### src/rtl/bpm_pkg.sv
package bpm_pkg;
  // Strobes from the control unit; each acts at the next rising edge.
  typedef struct packed {
    logic capRd;   // capture read address
    logic capWr;   // capture write address
    logic takeW0;  // hold first write word
    logic takeW1;  // move full pair into pending register
    logic commit;  // pending pair valid: write to array this edge
    logic lookup;  // fetch read pair (with forwarding)
    logic emitW0;  // drive first read word
    logic emitW1;  // drive second read word
  } ctrlStrb_t;
endpackage

### src/rtl/bpm_ctrl.sv
module bpm_ctrl
  import bpm_pkg::*;
(
  input  logic      clk,
  input  logic      rst,
  input  logic      rdSelN,
  input  logic      wrSelN,
  output logic      phase,
  output logic      rdValid,
  output ctrlStrb_t strb
);
  logic rdS1, rdS2, lookDone, emitDone;
  logic wrArm, wrHalf, pendValid;

  always_comb begin
    strb.capRd  = !phase && !rdSelN;
    strb.capWr  = phase && !wrSelN;
    strb.takeW0 = wrArm;
    strb.takeW1 = wrHalf;
    strb.commit = pendValid;
    strb.lookup = rdS2;
    strb.emitW0 = lookDone;
    strb.emitW1 = emitDone;
  end

  always_ff @(posedge clk) begin
    if (rst) begin
      phase     <= 1'b0;
      rdS1      <= 1'b0;
      rdS2      <= 1'b0;
      lookDone  <= 1'b0;
      emitDone  <= 1'b0;
      wrArm     <= 1'b0;
      wrHalf    <= 1'b0;
      pendValid <= 1'b0;
      rdValid   <= 1'b0;
    end else begin
      phase     <= ~phase;
      rdS1      <= strb.capRd;
      rdS2      <= rdS1;
      lookDone  <= rdS2;
      emitDone  <= lookDone;
      wrArm     <= strb.capWr;
      wrHalf    <= wrArm;
      pendValid <= wrHalf;
      rdValid   <= lookDone || emitDone;
    end
  end
endmodule

### src/rtl/bpm_datapath.sv
module bpm_datapath
  import bpm_pkg::*;
#(
  parameter int ADDR_W = 4,
  parameter int WORD_W = 16,
  parameter int BYTE_W = 8
) (
  input  logic                       clk,
  input  ctrlStrb_t                  strb,
  input  logic [ADDR_W-1:0]          addr,
  input  logic [WORD_W-1:0]          wrData,
  input  logic [WORD_W/BYTE_W-1:0]   wrByteEnN,
  output logic [WORD_W-1:0]          rdData
);
  localparam int LANES = WORD_W / BYTE_W;
  localparam int DEPTH = 1 << ADDR_W;

  typedef logic [WORD_W-1:0] word_t;
  typedef logic [LANES-1:0]  mask_t;

  word_t memLo [DEPTH];
  word_t memHi [DEPTH];

  initial begin
    for (int i = 0; i < DEPTH; i++) begin
      memLo[i] = '0;
      memHi[i] = '0;
    end
  end

  logic [ADDR_W-1:0] rdAddrQ, wrAddrQ, pendAddr;
  word_t w0Q, pendLo, pendHi, outLo, outHi;
  mask_t m0Q, pendMaskLo, pendMaskHi;
  word_t arrLo, arrHi, fwdLo, fwdHi;
  logic  pendHit;

  assign arrLo   = memLo[rdAddrQ];
  assign arrHi   = memHi[rdAddrQ];
  assign pendHit = strb.commit && (pendAddr == rdAddrQ);

  // Per-lane merge of the uncommitted pair over the array contents.
  for (genvar l = 0; l < LANES; l++) begin : g_fwd
    assign fwdLo[l*BYTE_W +: BYTE_W] = (pendHit && pendMaskLo[l]) ?
        pendLo[l*BYTE_W +: BYTE_W] : arrLo[l*BYTE_W +: BYTE_W];
    assign fwdHi[l*BYTE_W +: BYTE_W] = (pendHit && pendMaskHi[l]) ?
        pendHi[l*BYTE_W +: BYTE_W] : arrHi[l*BYTE_W +: BYTE_W];
  end

  always_ff @(posedge clk) begin
    if (strb.capRd) rdAddrQ <= addr;
    if (strb.capWr) wrAddrQ <= addr;
    if (strb.takeW0) begin
      w0Q <= wrData;
      m0Q <= ~wrByteEnN;
    end
    if (strb.takeW1) begin
      pendAddr   <= wrAddrQ;
      pendLo     <= w0Q;
      pendMaskLo <= m0Q;
      pendHi     <= wrData;
      pendMaskHi <= ~wrByteEnN;
    end
    if (strb.commit) begin
      for (int l = 0; l < LANES; l++) begin
        if (pendMaskLo[l]) memLo[pendAddr][l*BYTE_W +: BYTE_W] <= pendLo[l*BYTE_W +: BYTE_W];
        if (pendMaskHi[l]) memHi[pendAddr][l*BYTE_W +: BYTE_W] <= pendHi[l*BYTE_W +: BYTE_W];
      end
    end
    if (strb.lookup) begin
      outLo <= fwdLo;
      outHi <= fwdHi;
    end
    if (strb.emitW0)      rdData <= outLo;
    else if (strb.emitW1) rdData <= outHi;
    else                  rdData <= '0;
  end
endmodule

### src/rtl/burst_pair_mem.sv
module burst_pair_mem
  import bpm_pkg::*;
#(
  parameter int ADDR_W = 4,
  parameter int WORD_W = 16,
  parameter int BYTE_W = 8
) (
  input  logic                     clk,
  input  logic                     rst,
  output logic                     phase,
  input  logic [ADDR_W-1:0]        addr,
  input  logic                     rdSelN,
  input  logic                     wrSelN,
  input  logic [WORD_W-1:0]        wrData,
  input  logic [WORD_W/BYTE_W-1:0] wrByteEnN,
  output logic [WORD_W-1:0]        rdData,
  output logic                     rdValid
);
  ctrlStrb_t strb;

  bpm_ctrl u_ctrl (
    .clk     (clk),
    .rst     (rst),
    .rdSelN  (rdSelN),
    .wrSelN  (wrSelN),
    .phase   (phase),
    .rdValid (rdValid),
    .strb    (strb)
  );

  bpm_datapath #(
    .ADDR_W (ADDR_W),
    .WORD_W (WORD_W),
    .BYTE_W (BYTE_W)
  ) u_dp (
    .clk       (clk),
    .strb      (strb),
    .addr      (addr),
    .wrData    (wrData),
    .wrByteEnN (wrByteEnN),
    .rdData    (rdData)
  );
endmodule

### config.mk
export PLATFORM = sky130hd
export DESIGN_NAME = burst_pair_mem
export DESIGN_NICKNAME = d
export VERILOG_FILES = /design/src/rtl/bpm_pkg.sv /design/src/rtl/bpm_ctrl.sv /design/src/rtl/bpm_datapath.sv /design/src/rtl/burst_pair_mem.sv
export SDC_FILE = /design/constraint.sdc
export NUM_CORES = 1
export LEC_CHECK = 0
export BUFFER_PORTS_ARGS = -buffer_cell sky130_fd_sc_hd__buf_2
export CAP_MARGIN = 20
export CORE_MARGIN = 3
export CORE_UTILIZATION = 29
export CTS_BUF_LIST = sky130_fd_sc_hd__clkbuf_2 sky130_fd_sc_hd__clkbuf_4 sky130_fd_sc_hd__clkbuf_8
export CTS_CLUSTER_SIZE = 14
export DETAILED_ROUTE_END_ITERATION = 16
export GPL_ROUTABILITY_DRIVEN = 0
export PLACE_DENSITY = 0.46
export SKIP_LAST_GASP = 1
export SYNTH_ARGS = -nofsm -noshare
export SYNTH_HDL_FRONTEND = slang
export SYNTH_HIERARCHICAL = 1
export SYNTH_SLANG_ARGS = --single-unit
### constraint.sdc
create_clock -name clk -period 2.87 [get_ports clk]
set_input_delay 0 -clock clk [delete_from_list [all_inputs] [get_ports clk]]
set_output_delay 0 -clock clk [all_outputs]
set_load 0.02 [all_outputs]
After elaboration in Yosys (flattened, before gate mapping)

Memories as Yosys holds them, arrays and structs flattened. A register that Yosys moved wholly into a read port is not among the register bits.
Cells that the tools add are included.

Bits in registers: 91
RAM bits: 512
Bits of input ports: 26
Output and inout port bits: 18
Logic and storage cells: 43
Memories kept: 2

Mux-type cells: 14
Bitwise logic cells: 2
Reductions and logical operators: 6

Memories:

| memory     | depth | bits a word | rd ports | clocked after memory_dff | write ports | RTL line           | source |
|---|---|---|---|---|---|---|---|
| u_dp.memHi | 16    | 16          | 1        | 1                        | 1           | bpm_datapath.sv:22 | `word_t memHi [DEPTH];` |
| u_dp.memLo | 16    | 16          | 1        | 1                        | 1           | bpm_datapath.sv:21 | `word_t memLo [DEPTH];` |

Operator list:

| operator          | number |
|---|---|
| $mux 16           | 2 |
| $mux 1            | 12 |
| $logic_not 1->1   | 3 |
| $logic_and 1x1->1 | 2 |
| $not 2->2         | 1 |
| $logic_or 1x1->1  | 1 |
| $not 1->1         | 1 |

Logic depth before layout (Yosys ltp)

Gate-level depths: netlist of the first run.

Word-level depth: 3
Mapped depth: 6
Depth with buffers taken out: 4

Cells and area by module

Netlist of the first run, hierarchy kept.

By module, submodules not included:

| module       | times used | cells each | area an instance (um^2) | seq. area each (um^2) |
|---|---|---|---|---|
| bpm_datapath | 1          | 1060       | 23452.5                 | 18637.9 |
| bpm_ctrl     | 1          | 26         | 305.3                   | 180.2 |

Worst setup path after synthesis of the first run

OpenSTA, ideal clock, no wires.

Path type: register to register
Start point: reg u_dp.rdAddrQ[0]
End point: reg u_dp.outHi[0] (read register of u_dp.memHi), data pin
Library setup time: 260 ps
Arrival time: 1774 ps
Required time: 2610 ps
Setup slack: 836 ps
Cell stages (with the launch flop): 7
Buffers on the path: 2
Clock period less this slack: 2034 ps
Cell sequence: edfxtp_1 buf_6 buf_6 xnor2_2 nand4_4 nor2_8 mux2_2

RTL lines:

| element                | RTL line           | source |
|---|---|---|
| start, declared        | bpm_datapath.sv:31 | `logic [ADDR_W-1:0] rdAddrQ, wrAddrQ, pendAddr;` |
| start signal, assigned | bpm_datapath.sv:50 | `if (strb.capRd) rdAddrQ <= addr;` |
| end, declared          | bpm_datapath.sv:32 | `word_t w0Q, pendLo, pendHi, outLo, outHi;` |

==> results.py, run 1 <==
metrics = {
    "timing": {
        "finalHoldViolCount": 0,
        "rsz0062_at_grt": "false",
        "setup_violations": 0,
        "post-route-period-util_pct": 85.34,
        "tns_ps": 0,
        "final.setup.worst_slack_ps": 420.8,
        "slew_headroom_pct": 38.82,
        "holdWs_ps": 70.66,
        "fmax_ghz": 0.4083,
        "skew_ps": 28.01,
        "maxSlewViolCount": 0,
        "worstMarginPinSlew_ps": 916.5,
        "period_minus_slack_ps": 2449,
    },
    "cts": {
        "cts_tree": "built",
        "insertion_delay_ps": 680,
        "post-cts-setup-buffers": 0,
        "clk_pin_slew_ps": 70,
        "ctsHtreeMaxLevel": 3,
        "clock-root-buffer": "clkbuf_8",
        "clkSinkCount": 635,
        "clockBufferDepth": 3,
        "cts_made_buffers": 99,
    },
    "layout": {
        "nFillCells": 7548,
        "diodes": 0,
        "drive_gt1_share_pct": 33.43,
        "final_nets": 1323,
        "final_cell_mix": "edfxtp_1, mux4_2, clkbuf_8",
        "final_common_cell": "edfxtp_1",
        "areaGrowthSynthToFinish_pct": 18.27,
        "register_area_mm2": 0.01882,
        "final_cell_area_mm2": 0.02810,
        "multi_input_area_mm2": 0.004611,
    },
    "worst_setup_path": {
        "cp.required_ps": 3300,
        "r2r_cells": 6,
        "crit_path_start_kind": "flip-flop",
        "crit_fanout": 24,
        "path_cells": "buf_12, buf_12, mux4_2, a22oi_1, nand2_1, mux2_2",
        "regToRegSetupSlack_ps": 420,
        "critical_path_class": "flip-flop to flip-flop",
        "cpMaxStageDelayCell": "mux4_2",
        "endpoint_kind": "flip-flop",
        "cp_common_cell": "buf_12",
        "cp_slowest_stage_delay_ps": 550,
        "arrival_ps": 2880,
    },
    "job": {
        "cap_viol_max_count": 0,
    },
    "drt": {
        "via_count": 11320,
        "wire_per_inst_um": 22.80,
        "drt_iter0_drc": 895,
        "drc": 0,
        "firstDrtPassIters": 7,
        "wl_um": 55610,
        "viasPerCell": 4.640,
        "ant_nets": 0,
    },
    "synthesis": {
        "yosysWarnings": 6,
        "synth_seq_cells": 635,
        "ys_seq_area_share_pct": 79.21,
        "netlist_area_mm2": 0.02376,
        "yosysUniqueCellTypes": 28,
        "syn_area_per_cell_um2": 21.88,
        "synth_cells": 1086,
        "syn-num-nets": 1112,
    },
    "placement": {
        "place_hpwl_um": 34310,
        "io_buffers": 43,
        "dpl_cell_area_mm2": 0.02579,
        "pre_cts_ws_ps": 388.8,
    },
    "power_and_ir_drop": {
        "p_total_mw": 18.23,
        "power_leakage_nw": 9.111,
        "powerDensity_mw_per_mm2": 648.8,
        "ir_worst_vdd_uv": 332.1,
    },
    "worst_hold_path": {
        "worstHoldPathType": "primary input to flip-flop",
        "hold_depth": 2,
    },
    "die": {
        "io_pins": 44,
        "fp.dieW_um": 292.2,
        "num_rows": 104,
        "die_h_um": 292.2,
        "die_area_mm2": 0.08539,
        "start_util_pct": 29.40,
        "core-area_mm2": 0.08081,
    },
    "run_status": {
        "outcome": "complete, no violations",
    },
    "global_routing": {
        "first_global_vias": 12180,
        "grt_overflow": 0,
        "antenna_found_initial": 0,
        "grt_pass1_wl_um": 82860,
        "grt_max_degree": 65,
        "grt_use_total_pct": 13.22,
    },
}
[worst paths after layout]
kind,startpoint,to
worst min register to register,u_dp/wrAddrQ[1],u_dp/pendAddr[1]
worst max-delay path,u_dp/rdAddrQ[0],u_dp/outLo[15]
worst min-delay path,wrData[8],u_dp/pendHi[8]
worst max register to register,u_dp/rdAddrQ[0],u_dp/outLo[15]
[flip-flops by register name (all words and copies together), names as in the netlist, 2 cells and up]
name	count
u_dp/pendMaskHi	2
u_dp/wrAddrQ	4
u_dp/outHi	16
u_dp/pendMaskLo	2
u_dp/rdAddrQ	4
u_dp/outLo	16
u_dp/pendLo	16
u_dp/m0Q	2
u_dp/memHi	256
u_dp/w0Q	16
u_dp/pendAddr	4
u_dp/rdData	16
u_dp/memLo	256
u_dp/pendHi	16
[synthesized netlist by cell type]
cell type / number / area (um2)
and2b_2: 5 / 43.79
buf_6: 9 / 101.4
nor2b_1: 8 / 50.05
xnor2_2: 1 / 16.27
nor3b_1: 1 / 7.510
o21ai_0: 1 / 5.000
buf_1: 3 / 11.26
buf_4: 10 / 75.07
mux4_2: 128 / 2883
a22oi_1: 64 / 480.5
nand4_4: 1 / 21.27
nor2_8: 4 / 80.08
nor2_1: 69 / 259.0
mux2_2: 26 / 292.8
nand3_1: 6 / 30.03
edfxtp_1: 610 / 18320
clkbuf_1: 35 / 131.4
and2_1: 1 / 6.260
nor3_1: 1 / 5.000
nand4_1: 1 / 6.260
xnor2_1: 3 / 26.28
o21ba_2: 1 / 10.01
mux2_1: 6 / 67.56
inv_1: 2 / 7.510
dfxtp_1: 25 / 500.5
nand2_1: 47 / 176.4
buf_2: 3 / 15.01
a22o_1: 15 / 131.4
[power by group]
group	internal (mW)	switching [mW]	total (mW)	leakage, nW
registers	10.1	0.0584	10.2	5.70
logic	0.317	0.327	0.644	2.38
clock network	3.94	3.48	7.42	1.03
total	14.4	3.87	18.2	9.11
[cell type report]
type | instances | area share, %
Clock buffer | 135 | 6.056
Timing Repair Buffer | 170 | 4.925
Sequential cell | 635 | 66.97
Tap cell | 1060 | 4.720
Multi-Input combinational cell | 389 | 16.41
Clock inverter | 48 | 0.8906
Inverter | 2 | 0.02672
[timing repair]
| action | 4_1_cts | 5_1_grt |
|---|---|---|
| endpoints found under the hold margin | 61 | 0 |
| endpoints found under the setup margin | 0 | 0 |
| gates resized for setup | 0 | 0 |
| hold buffers | 36 | 0 |
[critical path, delay by kind of cell, from the launching register on]
| kind | cells | cell delay, ps |
|---|---|---|
| mux | 2 | 820 |
| buf+inv | 2 | 500 |
| flops | 1 | 370 |
| compound gates | 1 | 360 |
| simple gates | 1 | 90 |
[through the flow]
stage          utilization, %  cells
5_1_grt                 34.77   2439
3_5_place_dp            31.91   2220
4_1_cts                 34.77   2439
2_1_floorplan               -   1086
3_3_place_gp            31.91   2220
6_report                34.77   2439
[cells by family (layout without fill, tap and decap cells)]
| logic type | count (synthesis) | count (layout) | share of synthesized area, % |
|---|---|---|---|
| DFF | 635 | 635 | 79.21 |
| muxes | 160 | 160 | 13.65 |
| and+or+nand+nor | 144 | 144 | 2.886 |
| AOI/OAI and AO/OA | 81 | 81 | 2.639 |
| buffers and inverters | 62 | 355 | 1.438 |
| xor gates and xnor gates | 4 | 4 | 0.1791 |
[routing by layer]
layer	vias up	share of wire (%)	global-route usage, %
li1	4923	-	-
met1	5999	47	19.08
met2	301	45	20.02
met3	95	5.1	3.010
met4	0	2.2	3.996
met5	-	0	0
Power figures use the tool's default switching activity.
==> inputs of run 2 (changes only) <==
--- a/config.mk
+++ b/config.mk
@@ -5,6 +5,7 @@
 export SDC_FILE = /design/constraint.sdc
 export NUM_CORES = 1
 export LEC_CHECK = 0
+export ABC_AREA = 1
 export BUFFER_PORTS_ARGS = -buffer_cell sky130_fd_sc_hd__buf_2
 export CAP_MARGIN = 20
 export CORE_MARGIN = 3
==> results.py, run 2 <==
metrics = {
    "worst_setup_path": {
        "r2r_start": "u_dp/rdAddrQ[0]",
        "regToRegSetupSlack_ps": 610,
        "r2r_end": "u_dp/outLo[7]",
        "cp_common_cell": "nand2_1",
        "r2r_cells": 8,
        "path_cells": "buf_12, nand2_1, nand3_1, nand3_1, nand3_1, nand2_1, nand2_1, nand2_1",
        "crit_fanout": 128,
        "setup.worst_path.start": "u_dp/rdAddrQ[0]",
        "cp_slowest_stage_delay_ps": 590,
        "cpMaxStageDelayCell": "edfxtp_1",
        "crit_path_start_kind": "flip-flop",
        "cp.required_ps": 3350,
        "arrival_ps": 2740,
        "endpoint_kind": "flip-flop",
        "critical_path_class": "flip-flop to flip-flop",
    },
    "drt": {
        "drc": 0,
        "wl_met2_um": 32690,
        "wl_met3_um": 3943,
        "top_layer_used": "met4",
        "via_count": 17260,
        "firstDrtPassIters": 5,
        "drt_iter0_drc": 1341,
        "wire_per_inst_um": 18.15,
        "viasPerCell": 4.423,
        "ant_nets": 0,
        "wl_um": 70820,
        "drt-met1-wl_um": 32070,
    },
    "power_and_ir_drop": {
        "ir_worst_vdd_uv": 327.1,
        "power_leakage_nw": 12.95,
        "powerDensity_mw_per_mm2": 614.8,
        "p_total_mw": 19.04,
    },
    "synthesis": {
        "synth.most_common_cell": "nand2_1",
        "synth_top_cell_area_share_pct": 69.05,
        "synth_async_sr_flop_share_pct": 0,
        "netlist_area_mm2": 0.02653,
        "synth_seq_cells": 635,
        "syn-num-nets": 2510,
        "ys_seq_area_share_pct": 70.93,
        "post-synth-top-area-cell": "edfxtp_1",
        "synth_cells": 2484,
        "yosys-top-cells-count": "nand2_1, edfxtp_1, inv_1",
        "yosysWarnings": 6,
        "syn_area_per_cell_um2": 10.68,
        "synth_area_leaders": "edfxtp_1, nand2_1, nand3_1, inv_1, dfxtp_1",
        "yosysUniqueCellTypes": 20,
        "synth_edf_count": 610,
        "ys.flop_type": "edfxtp_1",
    },
    "timing": {
        "period_minus_slack_ps": 2263,
        "finalHoldViolCount": 0,
        "fmax_ghz": 0.4420,
        "tns_ps": 0,
        "holdWs_ps": 64.50,
        "skew_ps": 28.11,
        "setup_violations": 0,
        "slew_headroom_pct": 40.13,
        "worstMarginPinSlew_ps": 898.1,
        "maxSlewViolCount": 0,
        "post-route-period-util_pct": 78.83,
        "rsz0062_at_grt": "false",
    },
    "global_routing": {
        "first_global_vias": 17090,
        "antenna_found_initial": 1,
        "grt_max_degree": 129,
        "grt_overflow": 0,
        "grt_use_total_pct": 14.94,
        "grt_pass1_wl_um": 106700,
    },
    "worst_hold_path": {
        "min_to": "u_dp/wrAddrQ[0]",
        "worstHoldPathType": "primary input to flip-flop",
        "hold_depth": 2,
        "min_from": "addr[0]",
    },
    "die": {
        "fp.dieW_um": 308.5,
        "core-area_mm2": 0.09042,
        "die_h_um": 308.5,
        "io_pins": 44,
        "start_util_pct": 29.34,
        "num_rows": 110,
        "die_area_mm2": 0.09514,
    },
    "layout": {
        "final_common_cell": "nand2_1",
        "final_cell_area_mm2": 0.03097,
        "areaGrowthSynthToFinish_pct": 16.72,
        "drive_gt1_share_pct": 11.49,
        "final_cell_mix": "nand2_1, edfxtp_1, inv_1",
        "final_nets": 2672,
        "largestRegisters": "u_dp/memHi (256), u_dp/memLo (256)",
        "nFillCells": 8987,
    },
    "cts": {
        "post-cts-setup-buffers": 0,
        "ctsHtreeMaxLevel": 3,
        "clkSinkCount": 635,
        "cts_made_buffers": 105,
        "cts_tree": "built",
        "clockBufferDepth": 3,
        "clk_pin_slew_ps": 60,
        "cts_resized": 0,
        "clock-root-buffer": "clkbuf_8",
        "insertion_delay_ps": 720,
    },
    "job": {
        "cap_viol_max_count": 0,
    },
    "placement": {
        "io_buffers": 43,
        "place_hpwl_um": 42440,
        "dpl_cell_area_mm2": 0.02839,
    },
    "run_status": {
        "outcome": "complete, no violations",
    },
}
-- run 2: metal layers --
| metal | up-vias | GRT usage, % |
|---|---|---|
| li1 | 8377 | - |
| met1 | 8344 | 20.08 |
| met2 | 409 | 24.02 |
| met3 | 127 | 2.857 |
| met4 | 0 | 5.630 |
| met5 | - | 0 |
-- run 2: logic make-up (layout without fill, tap and decap cells) --
group | count (synthesis) | count (layout) | synth area share, %
XOR/XNOR | 3 | 3 | 0.09906
buffers and inverters | 529 | 770 | 7.966
AND/OR/NAND/NOR | 1317 | 1317 | 21.00
other | 0 | 1 | 0
flip-flops | 635 | 635 | 70.93
-- run 2: metrics by stage --
step	worst slack [ps]	instances	util (%)
global route	448.8	3902	34.25
detailed placement	648.1	3668	31.39
finish	607.5	3902	34.25
global placement	658.5	3668	31.39
CTS	630.9	3901	34.24
floorplan	1064	2484	-
-- run 2: repair_timing --
item | CTS | global route
hold buffers | 47 | 0
hold endpoints to repair | 61 | 0
setup endpoints to repair | 0 | 0
-- run 2: worst max-delay path: cells and delay by family (launching register included) --
kind,cells,cell delay [ps]
and+or+nand+nor,7,820
buffers and inverters,1,520
DFF,1,590
-- run 2: final cells by class --
cell class	count	area (um2)	share of cell area, %
multi-input cells	1320	5598	18.08
repair buffers	177	1426	4.606
flip-flops and latches	635	18820	60.77
clock buffers	138	1730	5.588
well taps	1176	1471	4.752
diodes	1	2.502	0.008081
clock inverters	48	375.4	1.212
inverters	407	1543	4.982
-- run 2: power breakdown --
group          total, mW  internal (mW)  switching (mW)
clock network       8.01           4.39            3.62
logic              0.856          0.271           0.586
registers           10.2           10.1          0.0583
total               19.0           14.8            4.27
-- run 2: how the worst max path moves through the flow --
stage                         end  slack, ps  cells after the start
2_1_floorplan  u_dp/memLo[10][10]       1060                      5
3_3_place_gp        u_dp/outLo[6]        660                      9
3_5_place_dp        u_dp/outLo[8]        650                      6
4_1_cts             u_dp/outLo[8]        630                      6
5_1_grt            u_dp/outHi[11]        450                      9
6_report            u_dp/outLo[7]        610                      8
==> inputs of run 3 (changes only) <==
--- a/config.mk
+++ b/config.mk
@@ -14,7 +14,7 @@
 export CTS_CLUSTER_SIZE = 14
 export DETAILED_ROUTE_END_ITERATION = 16
 export GPL_ROUTABILITY_DRIVEN = 0
-export PLACE_DENSITY = 0.46
+export PLACE_DENSITY = 0.47
 export SKIP_LAST_GASP = 1
 export SYNTH_ARGS = -nofsm -noshare
 export SYNTH_HDL_FRONTEND = slang
==> constraint.sdc (replaced) <==
create_clock -name clk -period 1.9 [get_ports clk]
set_input_delay 0 -clock clk [delete_from_list [all_inputs] [get_ports clk]]
set_output_delay 0 -clock clk [all_outputs]
set_load 0.02 [all_outputs]
==> results.py, run 3 (synthesis gave the netlist of run 2 again) <==
metrics = {
    "run_status": {
        "outcome": "complete, no violations",
    },
    "job": {
        "cap_viol_max_count": 0,
    },
    "layout": {
        "final_nets": 2730,
        "final_cell_mix": "nand2_1, edfxtp_1, inv_1",
        "largestRegisters": "u_dp/memHi (256), u_dp/memLo (256)",
        "final_common_cell": "nand2_1",
        "areaGrowthSynthToFinish_pct": 20.87,
        "drive_gt1_share_pct": 14.30,
        "utilization_pct": 35.46,
    },
    "drt": {
        "viasPerCell": 4.452,
        "drt_iter0_drc": 1372,
        "firstDrtPassIters": 5,
        "wl_um": 72060,
        "drc": 0,
        "wire_per_inst_um": 18.12,
        "via_count": 17710,
        "ant_nets": 0,
    },
    "timing": {
        "skew_ps": 31.35,
        "worstMarginPinSlew_ps": 868.9,
        "finalHoldViolCount": 0,
        "tns_ps": 0,
        "rsz0062_at_grt": "true",
        "maxSlewViolCount": 0,
        "post-route-period-util_pct": 97.70,
        "fmax_ghz": 0.5387,
        "setup_violations": 0,
        "period_minus_slack_ps": 1856,
        "slew_headroom_pct": 42.07,
    },
    "cts": {
        "clock-root-buffer": "clkbuf_8",
        "insertion_delay_ps": 700,
        "cts_made_buffers": 110,
        "clockBufferDepth": 3,
        "cts_tree": "built",
        "clkSinkCount": 635,
        "clk_pin_slew_ps": 60,
        "ctsHtreeMaxLevel": 3,
    },
    "global_routing": {
        "first_global_vias": 17470,
        "antenna_found_initial": 2,
        "grt_use_total_pct": 14.83,
        "grt_pass1_wl_um": 106200,
        "grt_overflow": 0,
        "grt_max_degree": 65,
    },
    "worst_setup_path": {
        "path_cells": "buf_8, buf_12, xor2_2, nor2_2, buf_6, nand2_8, nor2_8, nand2_1, nand2_1",
        "cp_slowest_stage_delay_ps": 430,
        "endpoint_kind": "flip-flop",
        "r2r_cells": 9,
        "cpMaxStageDelayCell": "edfxtp_1",
        "cp_common_cell": "nand2_1",
        "r2r_end": "u_dp/outHi[4]",
        "crit_path_start_kind": "flip-flop",
        "setup.worst_path.start": "u_dp/rdAddrQ[0]",
        "crit_fanout": 8,
        "arrival_ps": 2410,
        "regToRegSetupSlack_ps": 40,
        "r2r_start": "u_dp/rdAddrQ[0]",
        "critical_path_class": "flip-flop to flip-flop",
        "cp.required_ps": 2460,
    },
    "worst_hold_path": {
        "hold_depth": 2,
        "min_from": "wrData[2]",
        "worstHoldPathType": "primary input to flip-flop",
        "min_to": "u_dp/pendHi[2]",
    },
    "die": {
        "start_util_pct": 29.34,
        "fp.dieW_um": 308.5,
        "core-area_mm2": 0.09042,
        "io_pins": 44,
        "die_h_um": 308.5,
        "num_rows": 110,
        "die_area_mm2": 0.09514,
    },
    "placement": {
        "place_hpwl_um": 44610,
        "io_buffers": 43,
    },
    "power_and_ir_drop": {
        "powerDensity_mw_per_mm2": 929.0,
        "ir_worst_vdd_uv": 505.6,
        "power_leakage_nw": 13.47,
    },
}
==> run 3: metal layers <==
layer	global-route usage (%)	routed length [um]	part of all wire, %	vias to the layer above
li1	-	-	-	8519
met3	2.616	3979	5.5	120
met2	24.51	34100	47	476
met5	0	13	0.018	-
met1	19.58	31980	44	8590
met4	5.397	1987	2.8	2
==> run 3: layout make-up <==
cell class / count / area (um2)
antenna: 3 / 7.507
clock buffer: 145 / 1821
clock inverter: 61 / 495.5
fill: 8904 / 58360
inverter: 407 / 1548
multi-input combinational: 1320 / 5689
sequential: 635 / 18820
tap: 1176 / 1471
timing repair buffer: 229 / 2207
timing repair inverter: 1 / 8.758
==> run 3: report_power, final <==
| part | leakage, nW | total, mW | switching (mW) | internal, mW |
|---|---|---|---|---|
| Clock | 1.22 | 12.9 | 5.60 | 7.35 |
| Combinational | 6.55 | 1.48 | 0.942 | 0.539 |
| Sequential | 5.70 | 15.4 | 0.0866 | 15.3 |
==> run 3: worst max-delay path by stage <==
stage                         endpoint  slack (ps)  depth (start not counted)
detailed placement      u_dp/outLo[11]         -90                          8
global route             u_dp/outHi[4]         -80                          8
CTS                      u_dp/outLo[0]           4                         10
finish                   u_dp/outHi[4]          40                          9
global placement        u_dp/outLo[10]         -30                          8
floorplan           u_dp/memLo[10][10]          90                          5
==> run 3: timing repair <==
item	4_1_cts	5_1_grt
hold endpoints to repair	61	0
gates cloned	0	8
hold buffers	43	0
resized for setup	1	35
setup buffers	2	4
setup endpoints to repair	10	32
pin swaps	0	13
==> run 3: stage by stage <==
step | setup WS (ps) | hold WS, ps | std cells | power, mW | area, um2
floorplan | 94.43 | 66.87 | 2484 | 16.42 | 26530
global placement | -33.90 | 181.0 | 3711 | 16.96 | 28900
detailed placement | -92.90 | 179.9 | 3711 | 16.97 | 28900
CTS | 3.970 | 3.637 | 3962 | 30.11 | 31660
global route | -81.55 | 38.88 | 3975 | 31.03 | 32060
finish | 43.70 | 59.08 | 3977 | 29.79 | 32070
==> run 3: critical path: cells and delay by family, from the launching register on <==
kind                   cells  cell delay, ps
buffers and inverters      3             500
XOR/XNOR                   1             170
AND/OR/NAND/NOR            5             620
flip-flops                 1             430
